[config.mk]
export PLATFORM = sky130hd
export DESIGN_NAME = sdh_irq_agg
export DESIGN_NICKNAME = d
export VERILOG_FILES = /design/src/rtl/sdh_evt_pkg.sv /design/src/rtl/sdh_evt_set.sv /design/src/rtl/sdh_stat_reg.sv /design/src/rtl/sdh_irq_mask.sv /design/src/rtl/sdh_irq_agg.sv
export SDC_FILE = /design/constraint.sdc
export NUM_CORES = 1
export LEC_CHECK = 0
export BUFFER_PORTS_ARGS = -buffer_cell sky130_fd_sc_hd__buf_4
export CAP_MARGIN = 20
export CORE_AREA = 4 4 78 62
export DETAILED_ROUTE_END_ITERATION = 10
export DIE_AREA = 0 0 82 66
export PLACE_DENSITY = 0.56
export SETUP_SLACK_MARGIN = 0.5
export SLEW_MARGIN = 25
export SYNTH_ARGS = -nofsm -noshare
export SYNTH_HDL_FRONTEND = slang
export SYNTH_SLANG_ARGS = --single-unit
[constraint.sdc]
create_clock -name clk -period 2.25 [get_ports clk]
set_input_delay 0.45 -clock clk [delete_from_list [all_inputs] [get_ports clk]]
set_output_delay 0.45 -clock clk [all_outputs]
set_load 0.01 [all_outputs]
[src/rtl/sdh_evt_pkg.sv]
// sdh_evt_pkg: bit positions and derived masks of the host event status word.
// Assumes a 16-bit status word. Software decodes the positions, so they are fixed.
package sdh_evt_pkg;
    localparam int STAT_W   = 16;
    localparam int MASK_W   = STAT_W - 1;
    localparam int B_CMD    = 0;
    localparam int B_INS    = 1;
    localparam int B_STOP   = 2;
    localparam int B_XFER   = 3;
    localparam int B_TMO    = 7;
    localparam int B_RXAF   = 10;
    localparam int B_TXAE   = 11;
    localparam int B_BUSY   = 12;
    localparam int B_ERR    = 14;

    localparam logic [STAT_W-1:0] STICKY_M =
        (STAT_W'(1) << B_CMD)  | (STAT_W'(1) << B_INS)  | (STAT_W'(1) << B_STOP) |
        (STAT_W'(1) << B_XFER) | (STAT_W'(1) << B_TMO)  | (STAT_W'(1) << B_BUSY) |
        (STAT_W'(1) << B_ERR);
    localparam logic [STAT_W-1:0] LEVEL_M =
        (STAT_W'(1) << B_RXAF) | (STAT_W'(1) << B_TXAE);
    localparam logic [STAT_W-1:0] SPARE_M = ~(STICKY_M | LEVEL_M);
endpackage

[src/rtl/sdh_evt_set.sv]
// sdh_evt_set: turns event pulses into a set vector for the status word.
// Detects card insertion as a rising edge of card_present.
// Assumes event inputs are synchronous one-cycle pulses.
module sdh_evt_set
    import sdh_evt_pkg::*;
#(
    parameter int IDX_W    = 6,
    parameter int STOP_IDX = 12
) (
    input  logic              clk,
    input  logic              rst_n,
    input  logic              cmd_end,
    input  logic              cmd_timeout,
    input  logic [IDX_W-1:0]  cmd_index,
    input  logic              xfer_done,
    input  logic              card_err,
    input  logic              card_busy,
    input  logic              card_present,
    output logic [STAT_W-1:0] set_vec
);
    logic cd_prev;

    // Remember the last card-detect level. Reset loads the live level so that
    // a card present at reset release does not count as an insertion.
    always_ff @(posedge clk) begin
        cd_prev <= card_present;
    end

    // Build one set bit per event source.
    always_comb begin
        set_vec = '0;
        if (cmd_end) begin
            if (cmd_timeout) begin
                set_vec[B_TMO] = 1'b1;
            end else begin
                set_vec[B_CMD]  = 1'b1;
                set_vec[B_STOP] = (cmd_index == IDX_W'(STOP_IDX));
            end
        end
        set_vec[B_XFER] = xfer_done;
        set_vec[B_ERR]  = card_err;
        set_vec[B_BUSY] = card_busy;
        set_vec[B_INS]  = rst_n && card_present && !cd_prev;
    end
endmodule

[src/rtl/sdh_stat_reg.sv]
// sdh_stat_reg: the status word. Sticky bits are set by pulses and cleared by
// write-one-to-clear, with set taking priority. Level bits copy the FIFO
// threshold inputs. Spare bits are constant zero.
module sdh_stat_reg
    import sdh_evt_pkg::*;
(
    input  logic              clk,
    input  logic              rst_n,
    input  logic [STAT_W-1:0] set_vec,
    input  logic [STAT_W-1:0] clr_vec,
    input  logic              lvl_rx,
    input  logic              lvl_tx,
    output logic [STAT_W-1:0] stat_q
);
    for (genvar i = 0; i < STAT_W; i++) begin : g_bit
        if (i == B_RXAF || i == B_TXAE) begin : g_lvl
            logic q;
            logic src;
            assign src = (i == B_RXAF) ? lvl_rx : lvl_tx;
            // Copy the threshold level each cycle. Bus clears do not apply.
            always_ff @(posedge clk) begin
                if (!rst_n) q <= 1'b0;
                else        q <= src;
            end
            assign stat_q[i] = q;
        end else if (STICKY_M[i]) begin : g_sticky
            logic q;
            // Hold until cleared. A set at the same edge wins over a clear.
            always_ff @(posedge clk) begin
                if (!rst_n) q <= 1'b0;
                else        q <= set_vec[i] | (q & ~clr_vec[i]);
            end
            assign stat_q[i] = q;
        end else begin : g_spare
            assign stat_q[i] = 1'b0;
        end
    end

    a_r10_set_wins: assert property (@(posedge clk) disable iff (!rst_n)
        1'b1 |=> ((($past(set_vec) & STICKY_M) & ~stat_q) == '0));

    a_r3_clear_ones: assert property (@(posedge clk) disable iff (!rst_n)
        1'b1 |=> ((($past(clr_vec) & ~$past(set_vec) & STICKY_M) & stat_q) == '0));

    a_r9_level_rx: assert property (@(posedge clk) disable iff (!rst_n)
        1'b1 |=> (stat_q[B_RXAF] == $past(lvl_rx)));
endmodule

[src/rtl/sdh_irq_mask.sv]
// sdh_irq_mask: interrupt enable mask and the interrupt line.
// Assumes the status word arrives already registered.
module sdh_irq_mask
    import sdh_evt_pkg::*;
(
    input  logic              clk,
    input  logic              rst_n,
    input  logic              mask_wr,
    input  logic [STAT_W-1:0] wdata,
    input  logic [STAT_W-1:0] stat_q,
    output logic [MASK_W-1:0] mask_q,
    output logic              irq
);
    // Load the low bits of a mask write.
    always_ff @(posedge clk) begin
        if (!rst_n)       mask_q <= '0;
        else if (mask_wr) mask_q <= wdata[MASK_W-1:0];
    end

    // Request whenever an enabled status bit is set.
    always_comb begin
        irq = |(stat_q[MASK_W-1:0] & mask_q);
    end

    a_r4_mask_load: assert property (@(posedge clk) disable iff (!rst_n)
        mask_wr |=> (mask_q == $past(wdata[MASK_W-1:0])));
endmodule

[src/rtl/sdh_irq_agg.sv]
// sdh_irq_agg: top of the host event status and interrupt aggregator.
// bus_sel 0 = status (write-one-to-clear), 1 = mask. Reads are combinational.
module sdh_irq_agg
    import sdh_evt_pkg::*;
#(
    parameter int IDX_W    = 6,
    parameter int STOP_IDX = 12
) (
    input  logic              clk,
    input  logic              rst_n,
    input  logic              cmd_end,
    input  logic              cmd_timeout,
    input  logic [IDX_W-1:0]  cmd_index,
    input  logic              xfer_done,
    input  logic              card_err,
    input  logic              card_busy,
    input  logic              card_present,
    input  logic              rx_almost_full,
    input  logic              tx_almost_empty,
    input  logic              bus_wr,
    input  logic              bus_sel,
    input  logic [STAT_W-1:0] bus_wdata,
    output logic [STAT_W-1:0] bus_rdata,
    output logic              irq
);
    logic [STAT_W-1:0] set_vec;
    logic [STAT_W-1:0] clr_vec;
    logic [STAT_W-1:0] stat_q;
    logic [MASK_W-1:0] mask_q;

    // Route a status-select write to the clear vector.
    always_comb begin
        clr_vec = (bus_wr && !bus_sel) ? bus_wdata : '0;
    end

    sdh_evt_set #(.IDX_W(IDX_W), .STOP_IDX(STOP_IDX)) u_set (
        .clk(clk), .rst_n(rst_n), .cmd_end(cmd_end), .cmd_timeout(cmd_timeout),
        .cmd_index(cmd_index), .xfer_done(xfer_done), .card_err(card_err),
        .card_busy(card_busy), .card_present(card_present), .set_vec(set_vec)
    );

    sdh_stat_reg u_stat (
        .clk(clk), .rst_n(rst_n), .set_vec(set_vec), .clr_vec(clr_vec),
        .lvl_rx(rx_almost_full), .lvl_tx(tx_almost_empty), .stat_q(stat_q)
    );

    sdh_irq_mask u_mask (
        .clk(clk), .rst_n(rst_n), .mask_wr(bus_wr && bus_sel), .wdata(bus_wdata),
        .stat_q(stat_q), .mask_q(mask_q), .irq(irq)
    );

    // Return the selected register. The mask reads with a zero top bit.
    always_comb begin
        bus_rdata = bus_sel ? {1'b0, mask_q} : stat_q;
    end

    a_r8_insert_edge: assert property (@(posedge clk) disable iff (!rst_n)
        (card_present && !$past(card_present)) |=> stat_q[B_INS]);

    a_r5_stop_pair: assert property (@(posedge clk) disable iff (!rst_n)
        (cmd_end && !cmd_timeout && cmd_index == IDX_W'(STOP_IDX))
            |=> (stat_q[B_CMD] && stat_q[B_STOP]));

    a_r11_spare_zero: assert property (@(posedge clk) disable iff (!rst_n)
        $rose(bus_wr) |-> ((bus_rdata & SPARE_M & {STAT_W{!bus_sel}}) == '0));
endmodule

==> results by group <==
Run status
  – Outcome: complete, no violations

Floorplan
  – Die Area: 5412 µm²
  – Die extent in x: 82 µm
  – Row count: 20
  – Die Y: 66 µm
  – Core box area: 4004 µm²
  – Initial Util: 29.37%
  – Top Ports: 51

Timing
  – RSZ-0062 raised after global routing: true
  – Relative slew slack: 61.70%
  – Setup TNS Final: 0 ns
  – Min Tclk post-route: 1.791 ns
  – Least-Margin Pin Slew: 0.5745 ns
  – Fmax: 558.4 MHz
  – Part of the cycle the worst path needs: 79.60%
  – Hold WS: 0.2913 ns
  – Final Hold Vio Count: 0
  – Final setup viols: 0
  – Final Slew Violations: 0
  – Setup Skew: 0.00001443 ns

Yosys
  – Register bit total from synthesis: 25
  – Post-synthesis cell type count: 23
  – Synth Area per Inst: 9.562 µm²
  – Top post-synthesis cells by count: 32 x nand2_1, 25 x dfxtp_1, 12 x a21boi_0
  – Syn_nets: 157
  – Cell type with the highest aggregate area in the netlist: dfxtp_1
  – Most used DFF post-synth: dfxtp_1
  – Gate Count Post-Synth: 123
  – Ranking of synthesized cells by area: dfxtp_1 43%, nand2_1 10%, a21boi_2 9.6%
  – Post-synth EDFFs: 0
  – Top cell type's share of synthesized area: 42.55%
  – Ys async rst share: 0%
  – Synth warnings: 0
  – Most frequent cell after synthesis: nand2_1
  – Synth Cell Area: 1176 µm²
  – Sequential element share of the synthesized area: 42.55%

Routing
  – Vias/cell: 4.507
  – # DRC: 0
  – Total vias in the final route: 1005
  – 1st-iter DRT viols: 40
  – Antenna viol nets, final: 0
  – WL per Instance: 13.20 µm
  – Detailed Routing Iterations Pass 1: 5
  – Final WL: 2944 µm

Worst setup path
  – Arrival @ worst endpoint: 1.34 ns
  – Crit start category: register
  – Type of the worst setup path: register to primary output
  – CP cell instances: a222oi_1 > nand3_1 > buf_6
  – CP Max Fanout: 2
  – Crit-path slowest cell: a222oi_1
  – Worst path max stage delay: 0.44 ns
  – Endpoint class of the critical path: primary output
  – WP data required: 1.80 ns

Hold path
  – HP Class: input pin to register

GRT
  – GRT Util Overall: 11.37%
  – Largest net degree at the start of global routing: 25
  – First-pass GRT wire length: 4650 µm
  – Vias in the first global route: 1011
  – Grt ovf: 0
  – Initial antenna violation count: 0

Clocking
  – H-tree lvl count: 1
  – Number of CTS-inserted buffers: 3
  – CTS clock-pin slew for the worst setup and hold paths: 0.08 ns
  – Clock root buffer: clkbuf_8
  – TritonCTS clock tree: yes
  – Bufs on Longest Clock Path: 2
  – CTS Sinks: 25
  – Hold buffer count at cts: 0
  – Clk_lat worst skew: 0.26 ns

Placement
  – GP Congestion: 0.7678
  – Placed cell area: 1550 µm²
  – DP HPWL: 2181 µm
  – Port bufs: 48
  – Placed cells: 218

Layout
  – Non-filler cells, final: 223
  – Area growth syn-to-layout: 37.34%
  – Finished Cell Area: 1615 µm²
  – ANT cells: 0
  – Share of layout cells above drive strength 1: 45.83%
  – Area of the multi-input gates: 626.9 µm²
  – Core Util, Final: 40.34%
  – Total Nets Final: 203
  – Fillers: 434
  – Sequential cell area: 503.0 µm²

Power
  – PD cells: 558.0 nW/µm²
  – Static leakage: 0.6829 nW
  – VDD IR max: 0.0002631 V

Job
  – Max-Cap Viols: 0
## cell usage in the layout, fill, tap and decap left out, types with 2 or more instances in the layout
cell type,instances
dfxtp_2,2
and2_1,9
o21a_1,5
dfxtp_1,23
nand2_1,32
mux2_2,9
buf_4,48
a21boi_2,10
a21bo_2,2
clkbuf_8,3
a21boi_0,12
## area by class of cell
type | count | share of cell area (%)
Clock buffer | 4 | 2.789
Multi-Input combinational cell | 90 | 38.81
Sequential cell | 25 | 31.14
Tap cell | 55 | 4.260
Timing Repair Buffer | 49 | 23.01
## state kept, by name, summed over array words and instances (netlist names)
| name | flops |
|---|---|
| u_mask.mask_q | 15 |
| u_stat.g_bit.g_sticky.q | 7 |
| u_stat.g_bit.g_lvl.q | 2 |
| u_set.cd_prev | 1 |
## power breakdown
group	internal, mW	total (mW)	switching (mW)
sequential	0.465	0.479	0.0138
clock	0.126	0.260	0.133
combinational	0.0951	0.163	0.0674
## cells by family after synthesis
group / synth area share (%)
muxes: 8.617
buffers and inverters: 4.681
DFF: 42.55
other: 0.3188
AOI/OAI and AO/OA: 25.11
and+or+nand+nor: 18.72
## critical path, delay by kind of cell, from the launching register on
family                 cells  cell delay, ns
AOI/OAI and AO/OA          1            0.44
DFF                        1            0.32
buffers and inverters      1            0.16
and+or+nand+nor            1            0.15
## metrics by stage
step / power (mW) / worst slack, ns
floorplan: 0.5704 / 0.7089
global placement: 0.6470 / 0.6065
detailed placement: 0.6504 / 0.5985
CTS: 0.9166 / 0.4864
global route: 0.9491 / 0.4139
finish: 0.9014 / 0.4591
## final timing paths
kind,slack (ns),end,depth (start not counted),startpoint
hold reg to reg,0.46,u_mask.mask_q[5],2,u_mask.mask_q[5]
hold / removal,0.29,u_set.cd_prev,1,card_present
setup reg to reg,1.45,u_stat.g_bit[7].g_sticky.q,2,u_stat.g_bit[7].g_sticky.q
setup / recovery,0.46,irq,3,u_mask.mask_q[1]
## metal layers
layer  vias to the layer above  track usage, %  wire length [µm]
li1                        508               -                 -
met1                       455           13.71              1331
met2                        38           18.25              1266
met3                         4           5.313               309
met4                         0           2.697                36
met5                         -               0                 0
## timing repair
action / 4_1_cts / 5_1_grt
endpoints found under the setup margin: 1 / 1
hold endpoints to repair: 0 / 0
gates resized for setup: 4 / 0
pin swaps: 2 / 0
buffers inserted: 1 / 0
gates cloned: 0 / 0
(Power assumes the default switching activity.)
